`src/rtl/pport_pkg.sv`:
```
package pport_pkg;

  // Strobes from the control to the datapath for one clock.
  typedef struct packed {
    logic clear;     // flush all data registers
    logic loadHold;  // capture wrData into the holding register
    logic moveOut;   // move the holding word into the output register
    logic rxLoad;    // merge one receive piece into the packer
    logic rxDone;    // last piece: publish the packed word
  } strobes_t;

endpackage

```
`src/rtl/pport_ctrl.sv`:
```
module pport_ctrl
  import pport_pkg::*;
#(
  parameter int NARROW_PIECES = 4,
  parameter int WIDE_PIECES   = 2,
  parameter int CNT_W         = 2
) (
  input  logic             clk,
  input  logic             rstN,
  input  logic             busWide,
  input  logic             txEnable,
  input  logic             wrValid,
  input  logic             txReady,
  input  logic             rxValid,
  output logic             wrReady,
  output logic             txValid,
  output logic             rdValid,
  output logic             holdEmpty,
  output logic             outEmpty,
  output logic [CNT_W-1:0] txIdx,
  output logic [CNT_W-1:0] rxIdx,
  output strobes_t         strobe
);

  localparam logic [CNT_W-1:0] NARROW_LAST = CNT_W'(NARROW_PIECES - 1);
  localparam logic [CNT_W-1:0] WIDE_LAST   = CNT_W'(WIDE_PIECES - 1);

  logic             prevWide, prevEn;
  logic             holdFull, outFull;
  logic [CNT_W-1:0] txCnt, rxCnt;
  logic             cfgChange, lastTx, lastRx;
  logic             txFire, txLastFire;

  assign cfgChange  = (busWide != prevWide) || (txEnable != prevEn);
  assign lastTx     = (txCnt == (busWide ? WIDE_LAST : NARROW_LAST));
  assign lastRx     = (rxCnt == (busWide ? WIDE_LAST : NARROW_LAST));

  assign wrReady    = txEnable && !holdFull && !cfgChange;
  assign txValid    = outFull;
  assign txFire     = outFull && txReady && !cfgChange;
  assign txLastFire = txFire && lastTx;

  always_comb begin
    strobe          = '0;
    strobe.clear    = cfgChange;
    strobe.loadHold = wrValid && wrReady;
    strobe.moveOut  = holdFull && (!outFull || txLastFire) && !cfgChange;
    strobe.rxLoad   = rxValid && !cfgChange;
    strobe.rxDone   = rxValid && !cfgChange && lastRx;
  end

  assign holdEmpty = !holdFull;
  assign outEmpty  = !outFull;
  assign txIdx     = txCnt;
  assign rxIdx     = rxCnt;

  always_ff @(posedge clk) begin
    if (!rstN) begin
      prevWide <= 1'b0;
      prevEn   <= 1'b0;
      holdFull <= 1'b0;
      outFull  <= 1'b0;
      txCnt    <= '0;
      rxCnt    <= '0;
      rdValid  <= 1'b0;
    end else begin
      prevWide <= busWide;
      prevEn   <= txEnable;
      if (cfgChange) begin
        holdFull <= 1'b0;
        outFull  <= 1'b0;
        txCnt    <= '0;
        rxCnt    <= '0;
        rdValid  <= 1'b0;
      end else begin
        if (strobe.loadHold)     holdFull <= 1'b1;
        else if (strobe.moveOut) holdFull <= 1'b0;

        if (strobe.moveOut)      outFull <= 1'b1;
        else if (txLastFire)     outFull <= 1'b0;

        if (txLastFire)          txCnt <= '0;
        else if (txFire)         txCnt <= txCnt + 1'b1;

        if (strobe.rxDone)       rxCnt <= '0;
        else if (strobe.rxLoad)  rxCnt <= rxCnt + 1'b1;

        rdValid <= strobe.rxDone;
      end
    end
  end

  // A held word with an idle output stage moves across on the next edge.
  AST_REFILL_IDLE: assert property (@(posedge clk) disable iff (!rstN)
    (holdFull && !outFull && !cfgChange) |=> (outFull && !holdFull));

  // In 16-bit mode the piece counter never passes the second piece.
  AST_WIDE_CNT_RANGE: assert property (@(posedge clk) disable iff (!rstN)
    (busWide && !cfgChange) |-> (txCnt <= WIDE_LAST && rxCnt <= WIDE_LAST));

  // A waiting piece keeps its slot until taken.
  AST_TX_WAIT_IDX: assert property (@(posedge clk) disable iff (!rstN)
    ($past(outFull) && !$past(txReady) && !$past(cfgChange) && !cfgChange)
      |-> (outFull && $stable(txCnt)));

endmodule

```
`src/rtl/pport_datapath.sv`:
```
module pport_datapath
  import pport_pkg::*;
#(
  parameter int WORD_W        = 32,
  parameter int BUS_W         = 16,
  parameter int NARROW_W      = 8,
  parameter int NARROW_PIECES = 4,
  parameter int WIDE_PIECES   = 2,
  parameter int CNT_W         = 2,
  parameter int WIDX_W        = 1
) (
  input  logic              clk,
  input  logic              rstN,
  input  strobes_t          strobe,
  input  logic              busWide,
  input  logic [CNT_W-1:0]  txIdx,
  input  logic [CNT_W-1:0]  rxIdx,
  input  logic [WORD_W-1:0] wrData,
  input  logic [BUS_W-1:0]  rxData,
  output logic [BUS_W-1:0]  txData,
  output logic [WORD_W-1:0] rdData
);

  logic [WORD_W-1:0]   holdReg, outReg, rxAcc, nextAcc;
  logic [NARROW_W-1:0] narrowPiece [NARROW_PIECES];
  logic [BUS_W-1:0]    widePiece   [WIDE_PIECES];

  // Slice the output register into bus pieces, lowest piece at index 0.
  for (genvar i = 0; i < NARROW_PIECES; i++) begin : g_narrow
    assign narrowPiece[i] = outReg[i*NARROW_W +: NARROW_W];
  end
  for (genvar j = 0; j < WIDE_PIECES; j++) begin : g_wide
    assign widePiece[j] = outReg[j*BUS_W +: BUS_W];
  end

  assign txData = busWide ? widePiece[txIdx[WIDX_W-1:0]]
                          : {{(BUS_W-NARROW_W){1'b0}}, narrowPiece[txIdx]};

  // Merge the incoming piece into its slot of the packer.
  always_comb begin
    nextAcc = rxAcc;
    if (busWide) begin
      for (int k = 0; k < WIDE_PIECES; k++)
        if (rxIdx == CNT_W'(k)) nextAcc[k*BUS_W +: BUS_W] = rxData;
    end else begin
      for (int k = 0; k < NARROW_PIECES; k++)
        if (rxIdx == CNT_W'(k)) nextAcc[k*NARROW_W +: NARROW_W] = rxData[NARROW_W-1:0];
    end
  end

  always_ff @(posedge clk) begin
    if (!rstN) begin
      holdReg <= '0;
      outReg  <= '0;
      rxAcc   <= '0;
      rdData  <= '0;
    end else if (strobe.clear) begin
      holdReg <= '0;
      outReg  <= '0;
      rxAcc   <= '0;
    end else begin
      if (strobe.loadHold) holdReg <= wrData;
      if (strobe.moveOut)  outReg  <= holdReg;
      if (strobe.rxLoad)   rxAcc   <= nextAcc;
      if (strobe.rxDone)   rdData  <= nextAcc;
    end
  end

  // The holding word is kept until it is moved or replaced by an accepted write.
  AST_HOLD_KEPT: assert property (@(posedge clk) disable iff (!rstN)
    (!strobe.loadHold && !strobe.clear) |=> $stable(holdReg));

endmodule

```
`src/rtl/pport_pack_buffer.sv`:
```
module pport_pack_buffer
  import pport_pkg::*;
#(
  parameter int WORD_W = 32,
  parameter int BUS_W  = 16
) (
  input  logic              clk,
  input  logic              rstN,
  input  logic              busWide,
  input  logic              txEnable,
  input  logic              wrValid,
  input  logic [WORD_W-1:0] wrData,
  output logic              wrReady,
  output logic              txValid,
  output logic [BUS_W-1:0]  txData,
  input  logic              txReady,
  input  logic              rxValid,
  input  logic [BUS_W-1:0]  rxData,
  output logic              rdValid,
  output logic [WORD_W-1:0] rdData,
  output logic              holdEmpty,
  output logic              outEmpty
);

  localparam int NARROW_W      = BUS_W / 2;
  localparam int NARROW_PIECES = WORD_W / NARROW_W;
  localparam int WIDE_PIECES   = WORD_W / BUS_W;
  localparam int CNT_W         = $clog2(NARROW_PIECES);
  localparam int WIDX_W        = $clog2(WIDE_PIECES);

  strobes_t         strobe;
  logic [CNT_W-1:0] txIdx, rxIdx;

  pport_ctrl #(
    .NARROW_PIECES(NARROW_PIECES),
    .WIDE_PIECES  (WIDE_PIECES),
    .CNT_W        (CNT_W)
  ) ctrl_i (
    .clk      (clk),
    .rstN     (rstN),
    .busWide  (busWide),
    .txEnable (txEnable),
    .wrValid  (wrValid),
    .txReady  (txReady),
    .rxValid  (rxValid),
    .wrReady  (wrReady),
    .txValid  (txValid),
    .rdValid  (rdValid),
    .holdEmpty(holdEmpty),
    .outEmpty (outEmpty),
    .txIdx    (txIdx),
    .rxIdx    (rxIdx),
    .strobe   (strobe)
  );

  pport_datapath #(
    .WORD_W       (WORD_W),
    .BUS_W        (BUS_W),
    .NARROW_W     (NARROW_W),
    .NARROW_PIECES(NARROW_PIECES),
    .WIDE_PIECES  (WIDE_PIECES),
    .CNT_W        (CNT_W),
    .WIDX_W       (WIDX_W)
  ) data_i (
    .clk    (clk),
    .rstN   (rstN),
    .strobe (strobe),
    .busWide(busWide),
    .txIdx  (txIdx),
    .rxIdx  (rxIdx),
    .wrData (wrData),
    .rxData (rxData),
    .txData (txData),
    .rdData (rdData)
  );

  AST_NO_WRITE_WHEN_FULL: assert property (@(posedge clk) disable iff (!rstN)
    !holdEmpty |-> !wrReady);

  AST_RDVALID_PULSE: assert property (@(posedge clk) disable iff (!rstN)
    rdValid |=> !rdValid);

  AST_DISABLED_EMPTY: assert property (@(posedge clk) disable iff (!rstN)
    (!txEnable && $past(!txEnable)) |-> (holdEmpty && outEmpty && !txValid));

  AST_TX_DATA_HELD: assert property (@(posedge clk) disable iff (!rstN)
    ($past(txValid) && !$past(txReady) && $stable(busWide) && $stable(txEnable)
      && $past(busWide) == $past(busWide, 2) && $past(txEnable) == $past(txEnable, 2))
      |-> (txValid && $stable(txData)));

endmodule

```
`config.mk`:
```
export PLATFORM = sky130hd
export DESIGN_NAME = pport_pack_buffer
export DESIGN_NICKNAME = d
export VERILOG_FILES = /design/src/rtl/pport_pkg.sv /design/src/rtl/pport_ctrl.sv /design/src/rtl/pport_datapath.sv /design/src/rtl/pport_pack_buffer.sv
export SDC_FILE = /design/constraint.sdc
export NUM_CORES = 1
export LEC_CHECK = 0
export BUFFER_PORTS_ARGS = -buffer_cell sky130_fd_sc_hd__buf_2
export CELL_PAD_IN_SITES_DETAIL_PLACEMENT = 2
export CELL_PAD_IN_SITES_GLOBAL_PLACEMENT = 2
export CORE_ASPECT_RATIO = 0.9
export CORE_MARGIN = 2
export CORE_UTILIZATION = 35
export CTS_BUF_LIST = sky130_fd_sc_hd__clkbuf_4
export DETAILED_ROUTE_END_ITERATION = 10
export GPL_ROUTABILITY_DRIVEN = 0
export PLACE_DENSITY = 0.87
export SYNTH_ARGS = -nofsm -noshare
export SYNTH_HDL_FRONTEND = slang
export SYNTH_SLANG_ARGS = --single-unit
```
`constraint.sdc`:
```
create_clock -name clk -period 2.3 [get_ports clk]
set_input_delay 0.46 -clock clk [delete_from_list [all_inputs] [get_ports clk]]
set_output_delay 0.46 -clock clk [all_outputs]
set_load 0.02 [all_outputs]
```
==> results of run 1 <==
-- cells in the final DEF, fill, tap and decap left out, types with 9 or more instances in the layout --
master and count:
nor2_1 37, a221o_1 16, buf_4 14, o21ai_0 37, buf_2 103, dfxtp_1 135, and3_1 16, a21boi_1 9
nand2_1 126, a21oi_1 67, o211a_1 16, clkbuf_4 17, nor2b_1 11, mux2i_1 64, nand3_1 35
-- routing by layer --
layer | GRT usage | routed length (um) | share of wire
met2 | 0.4272 | 11580 | 0.52
met5 | 0 | 0 | 0
met3 | 0.05137 | 899 | 0.040
met1 | 0.2724 | 9179 | 0.41
met4 | 0.08503 | 561 | 0.025
-- flip-flops by register name (all words and copies together) (netlist names) --
| signal | count |
|---|---|
| ctrl_i.rxIdx | 2 |
| ctrl_i.txValid | 1 |
| ctrl_i.holdFull | 1 |
| data_i.rdData | 32 |
| ctrl_i.prevWide | 1 |
| data_i.rxAcc | 32 |
| data_i.outReg | 32 |
| ctrl_i.txIdx | 2 |
| data_i.holdReg | 32 |
| ctrl_i.prevEn | 1 |
| ctrl_i.rdValid | 1 |
-- final cells by class --
class                   instances  area [sq um]  area share
well taps                     235         294.0     0.03948
inverters                       7         26.28    0.003528
diodes                          1         2.502   0.0003360
clock inverters                15         247.7     0.03326
repair buffers                130         832.0      0.1117
flip-flops and latches        137          2748      0.3689
multi-input cells             494          3171      0.4257
clock buffers                  17         127.6     0.01713
-- how the worst max path moves through the flow --
stage	start	endpoint	slack, ps	cells after the start
after global routing	ctrl_i.rxIdx[1]	data_i.rdData[31]	-140	6
after CTS	ctrl_i.txIdx[0]	txData[5]	-20	4
after detailed placement	busWide	data_i.outReg[16]	-140	6
final	ctrl_i.txIdx[1]	txData[1]	-70	4
after global placement	busWide	data_i.outReg[8]	120	6
after floorplan	busWide	txData[0]	-50	6
-- power groups by stage --
stage	registers (mW)	clock network [mW]	logic (mW)
after floorplan	2.44	0	0.165
after global placement	2.44	0	0.285
after detailed placement	2.44	0	0.302
after CTS	2.39	2.10	0.308
after global routing	2.39	2.22	0.334
final	2.39	2.08	0.311
-- kinds of logic after synthesis --
family | count (synthesis) | share of synthesized area
mux | 73 | 0.1232
buf+inv | 67 | 0.04999
simple gates | 243 | 0.1798
compound gates | 166 | 0.1720
fa+ha+maj | 4 | 0.008229
xor+xnor | 8 | 0.01584
flops | 137 | 0.4509
-- stage by stage --
step	hold WS, ps	util	instance area [sq um]	worst slack [ps]	TNS [ps]
floorplan	436.6	-	6082	-46.34	-92.68
global placement	437.6	0.4061	6883	118.1	0
detailed placement	450.0	0.4061	6883	-140.0	-2325
CTS	88.07	0.4354	7378	-24.69	-79.58
global route	89.94	0.4395	7448	-139.4	-2329
finish	113.1	0.4395	7448	-67.83	-176.6
-- timing repair --
action | CTS | global route
pin swaps | 2 | 0
endpoints found under the setup margin | 16 | 67
resized for setup | 26 | 19
setup buffers | 2 | 2
-- critical path, cell delays in order (launching register included) --
cell      delay (ps)
dfxtp_2          360
nor2b_4          140
mux2_4           310
a221oi_4         350
buf_6            170
==> results by group, run 1 <==
Outcome
  • Status: complete, but fails checks
  • Failing checks: negative setup slack

Global routing
  • Total track usage: 0.2351
  • Largest net degree at the start of global routing: 49
  • Global-route wire length before repair: 33.25 mm
  • Antenna violations before repair: 1
  • Vias in the first global route: 6,018
  • Grt total ovfl: 0

Timing
  • Max Fclk: 0.4223 GHz
  • Final setup margin: -67.83 ps
  • RSZ-0062 raised after global routing: yes
  • Crit path time final: 2368 ps
  • Final worst-path cycle share: 1.029
  • Final Hold Fails: 0
  • Final setup vio count: 5
  • Worst-margin pin slew: 805.7 ps
  • Pins over their slew limit: 0
  • Clock skew: 17.19 ps
  • Relative slew slack: 0.4475

Clock tree
  • Clk buf depth: 2
  • Clk pin slew, worst setup/hold paths: 130 ps
  • # hold bufs at CTS: 0
  • Num Clock Sinks: 137
  • H-tree depth: 4
  • Worst skew pair latency: 570 ps
  • Total CTS buffers: 17
  • CTS tree: done
  • Clock Tree Root: clkbuf_4

Pwr
  • Sw Pwr: 1.195 mW
  • Peak VDD IR: 0.4443 mV
  • Combinational power share: 0.065
  • Proportion of power drawn by the clock network: 0.435
  • Tot Pwr: 4.778 mW
  • Switch share: 0.2502
  • PD cells: 641.5 nW/um^2
  • Pint: 3.583 mW
  • Pleak: 3.107 nW
  • Sequential Power Share: 0.500

Setup path
  • Crit Path Max Fanout: 3
  • Setup crit start kind: flop
  • R2r startpoint: ctrl_i.rxIdx[1]
  • Data required time of the worst path: 1840 ps
  • R2R Path End: data_i.rdData[31]
  • Reg-to-reg slack, setup: 50 ps
  • R2R depth: 6
  • Setup CP Type: reg2out
  • Setup crit end kind: output port
  • Critical Path AT: 1910 ps

Synth
  • Seq/Total Area, Yosys: 0.4509
  • Main synth FF type: dfxtp_1
  • Synth area leader: dfxtp_1
  • Netlist cell types: 39
  • Top-area cell type share of the netlist area: 0.4509
  • Mapped Avg Cell Area: 8.714 sq um
  • Synth Net Count: 757
  • Synth cell count leaders: dfxtp_1, nand2_1, mux2i_1
  • Post-synthesis instance area: 6082 sq um
  • Synth area leaders: dfxtp_1, mux2i_1, nand2_1
  • Synth Warn #: 0
  • EDFF count, synth: 0
  • Syn Inst Count: 698
  • Yosys reg bits: 137
  • Async set-reset flop share out of synthesis: 0
  • Most common cell in the netlist: dfxtp_1

Route
  • WL/cell: 21.45 um
  • Vias per inst: 5.434
  • Drt total wl: 22.22 mm
  • Post-DRT Antenna Nets: 0
  • DR pass1 iterations: 4
  • Drt drc: 0
  • Total number of vias: 5,630
  • Initial DRC Count: 272

Finish
  • Final cell count without fillers: 1,036
  • Fill cell count: 1,871
  • Final #Nets: 846
  • Layout Area Growth over Synthesis: 22.46%
  • Layout cells sized above 1: 0.2363

Place
  • DP Wirelength: 13.94 mm
  • Cell count after placement: 999
  • I/O Buffers: 107

Floorplan
  • Initial Util: 0.3589
  • Die area: 18,450 sq um
  • Row count: 45
  • I/O Pins: 108
  • Core ar.: 16,950 sq um
  • DIE WIDTH: 143.0 um
  • Die height: 129.1 um

Hold path
  • Hold endpoint: data_i.holdReg[0]
  • Worst hold stages: 3
  • HP Class: in2reg
  • Start point of the worst hold path: wrData[0]

Run
  • Max-cap viol count: 0
Power figures use the tool's default switching activity.
==> inputs of run 2 (changes only) <==
- PLACE_DENSITY: 0.87 -> 0.79
- RECOVER_POWER: default -> 25
==> results by group, run 2 (synthesis gave the netlist of run 1 again) <==
Outcome
  • Status: completed

Floorplan
  • Row count: 45
  • Die height: 129.1 um
  • Core ar.: 16,950 sq um
  • I/O Pins: 108
  • Die area: 18,450 sq um
  • Initial Util: 0.3589
  • DIE WIDTH: 143.0 um

Clock tree
  • H-tree depth: 4
  • CTS tree: done
  • Clk pin slew, worst setup/hold paths: 120 ps
  • Clock Tree Root: clkbuf_4
  • Num Clock Sinks: 137
  • Total CTS buffers: 17
  • Clk buf depth: 2
  • Worst skew pair latency: 540 ps
  • # hold bufs at CTS: 0

Route
  • Total number of vias: 5,448
  • DR pass1 iterations: 4
  • Initial DRC Count: 245
  • Drt total wl: 19.61 mm
  • WL/cell: 18.93 um
  • Drt drc: 0
  • Post-DRT Antenna Nets: 0
  • Vias per inst: 5.259

Timing
  • Final worst-path cycle share: 0.9987
  • Max Fclk: 0.4353 GHz
  • RSZ-0062 raised after global routing: yes
  • Fin Setup TNS: 0 ps
  • Final setup margin: 2.902 ps
  • Clock skew: 15.18 ps
  • Final setup vio count: 0
  • Relative slew slack: 0.4679
  • Crit path time final: 2297 ps
  • Final Hold Fails: 0
  • Worst-margin pin slew: 798.1 ps
  • Pins over their slew limit: 0

Place
  • I/O Buffers: 107
  • DP Wirelength: 13.08 mm
  • Place WS: 77.21 ps
  • Placed cell area: 6883 sq um

Pwr
  • Switch share: 0.2527
  • Combinational power share: 0.066
  • Pint: 3.255 mW
  • Pleak: 2.901 nW
  • Sw Pwr: 1.101 mW
  • Proportion of power drawn by the clock network: 0.386
  • PD cells: 598.8 nW/um^2
  • Sequential Power Share: 0.548
  • Peak VDD IR: 0.2559 mV

Setup path
  • R2r startpoint: ctrl_i.rxIdx[1]
  • Data required time of the worst path: 1840 ps
  • Crit Path Max Fanout: 3
  • Reg-to-reg slack, setup: 180 ps
  • Buf/Inv on CP: 1
  • Crit path cell chain: nor2b_4 > mux2_4 > a221oi_4 > buf_6
  • Setup crit start kind: flop
  • Critical Path AT: 1840 ps
  • Setup crit end kind: output port
  • Setup CP Type: reg2out
  • Max incr delay on CP: 360 ps
  • R2R Path End: data_i.rxAcc[9]
  • R2R depth: 6
  • CP delay by family, top: flip-flops
  • Critical-path top delay cell: dfxtp_2

Global routing
  • Global-route wire length before repair: 31.32 mm
  • Gr busiest metal: met2
  • GR Util met3: 0.04915
  • GR Util met2: 0.4078
  • Largest net degree at the start of global routing: 69
  • Total track usage: 0.2180
  • Grt total ovfl: 0
  • Antenna violations before repair: 1
  • Vias in the first global route: 5,986
  • Met1 Use GR: 0.2483

Hold path
  • Worst hold stages: 3
  • HP Class: in2reg
  • Hold endpoint: data_i.holdReg[5]
  • Start point of the worst hold path: wrData[5]

Finish
  • Final #Nets: 846
  • Layout Area Growth over Synthesis: 19.58%
  • Layout cells sized above 1: 0.1875
  • Fill cell count: 1,955
  • Commonest non-fill, non-tap cells in the layout: dfxtp_1, nand2_1, buf_2, a21oi_1, mux2i_1
  • Util after Layout: 0.4292
  • Most common cell after layout, fill and taps aside: dfxtp_1
  • Fin area: 7273 sq um

Run
  • Max-cap viol count: 0
## run 2: power by group through the flow
stage          clock (mW)  combinational, mW  sequential (mW)
2_1_floorplan           0              0.165             2.44
3_3_place_gp            0              0.281             2.44
3_5_place_dp            0              0.291             2.44
4_1_cts              1.75              0.296             2.39
5_1_grt              1.85              0.315             2.39
6_report             1.68              0.289             2.39
## run 2: layer usage
| layer | up-vias | part of all wire |
|---|---|---|
| met4 | 0 | 0.020 |
| met5 | - | 0 |
| met1 | 2716 | 0.43 |
| li1 | 2595 | - |
| met2 | 112 | 0.52 |
| met3 | 25 | 0.035 |
## run 2: repair_timing
action,CTS,global route
pin swaps,2,0
endpoints found under the setup margin,15,17
buffers inserted,3,1
gates resized for setup,21,15
cloned,0,0
endpoints found under the hold margin,0,0
## run 2: how the worst max path moves through the flow
stage                               start                 to  cells after the start
final                     ctrl_i.txIdx[1]          txData[0]                      4
after global routing      ctrl_i.txIdx[1]          txData[0]                      4
after CTS                 ctrl_i.txIdx[1]          txData[1]                      4
after detailed placement          busWide  data_i.rdData[31]                      6
after global placement            busWide          txData[0]                      5
after floorplan                   busWide          txData[0]                      6
## run 2: final cells by class
type	instances	area, sq um	share of cell area
clock buffer	19	142.6	0.01961
clock inverter	13	153.9	0.02116
multi-input combinational	494	3147	0.4327
inverter	7	26.28	0.003613
antenna	1	2.502	0.0003441
sequential	137	2748	0.3778
timing repair buffer	130	759.5	0.1044
tap	235	294.0	0.04043
## run 2: through the flow
step           std cells  hold WS [ps]  total power, mW
3_5_place_dp         999         449.6            2.732
6_report            1036         148.5            4.356
2_1_floorplan        698         436.6            2.605
3_3_place_gp         999         437.3            2.721
5_1_grt             1036         88.84            4.557
4_1_cts             1034         96.83            4.430
## run 2: worst reg2reg max path: cells and delay by family (launching register included)
kind	cells	cell delay, ps
and+or+nand+nor	2	710
adders and majority gates	1	470
AOI/OAI and AO/OA	1	290
DFF	1	370
buffers and inverters	1	110
muxes	1	100
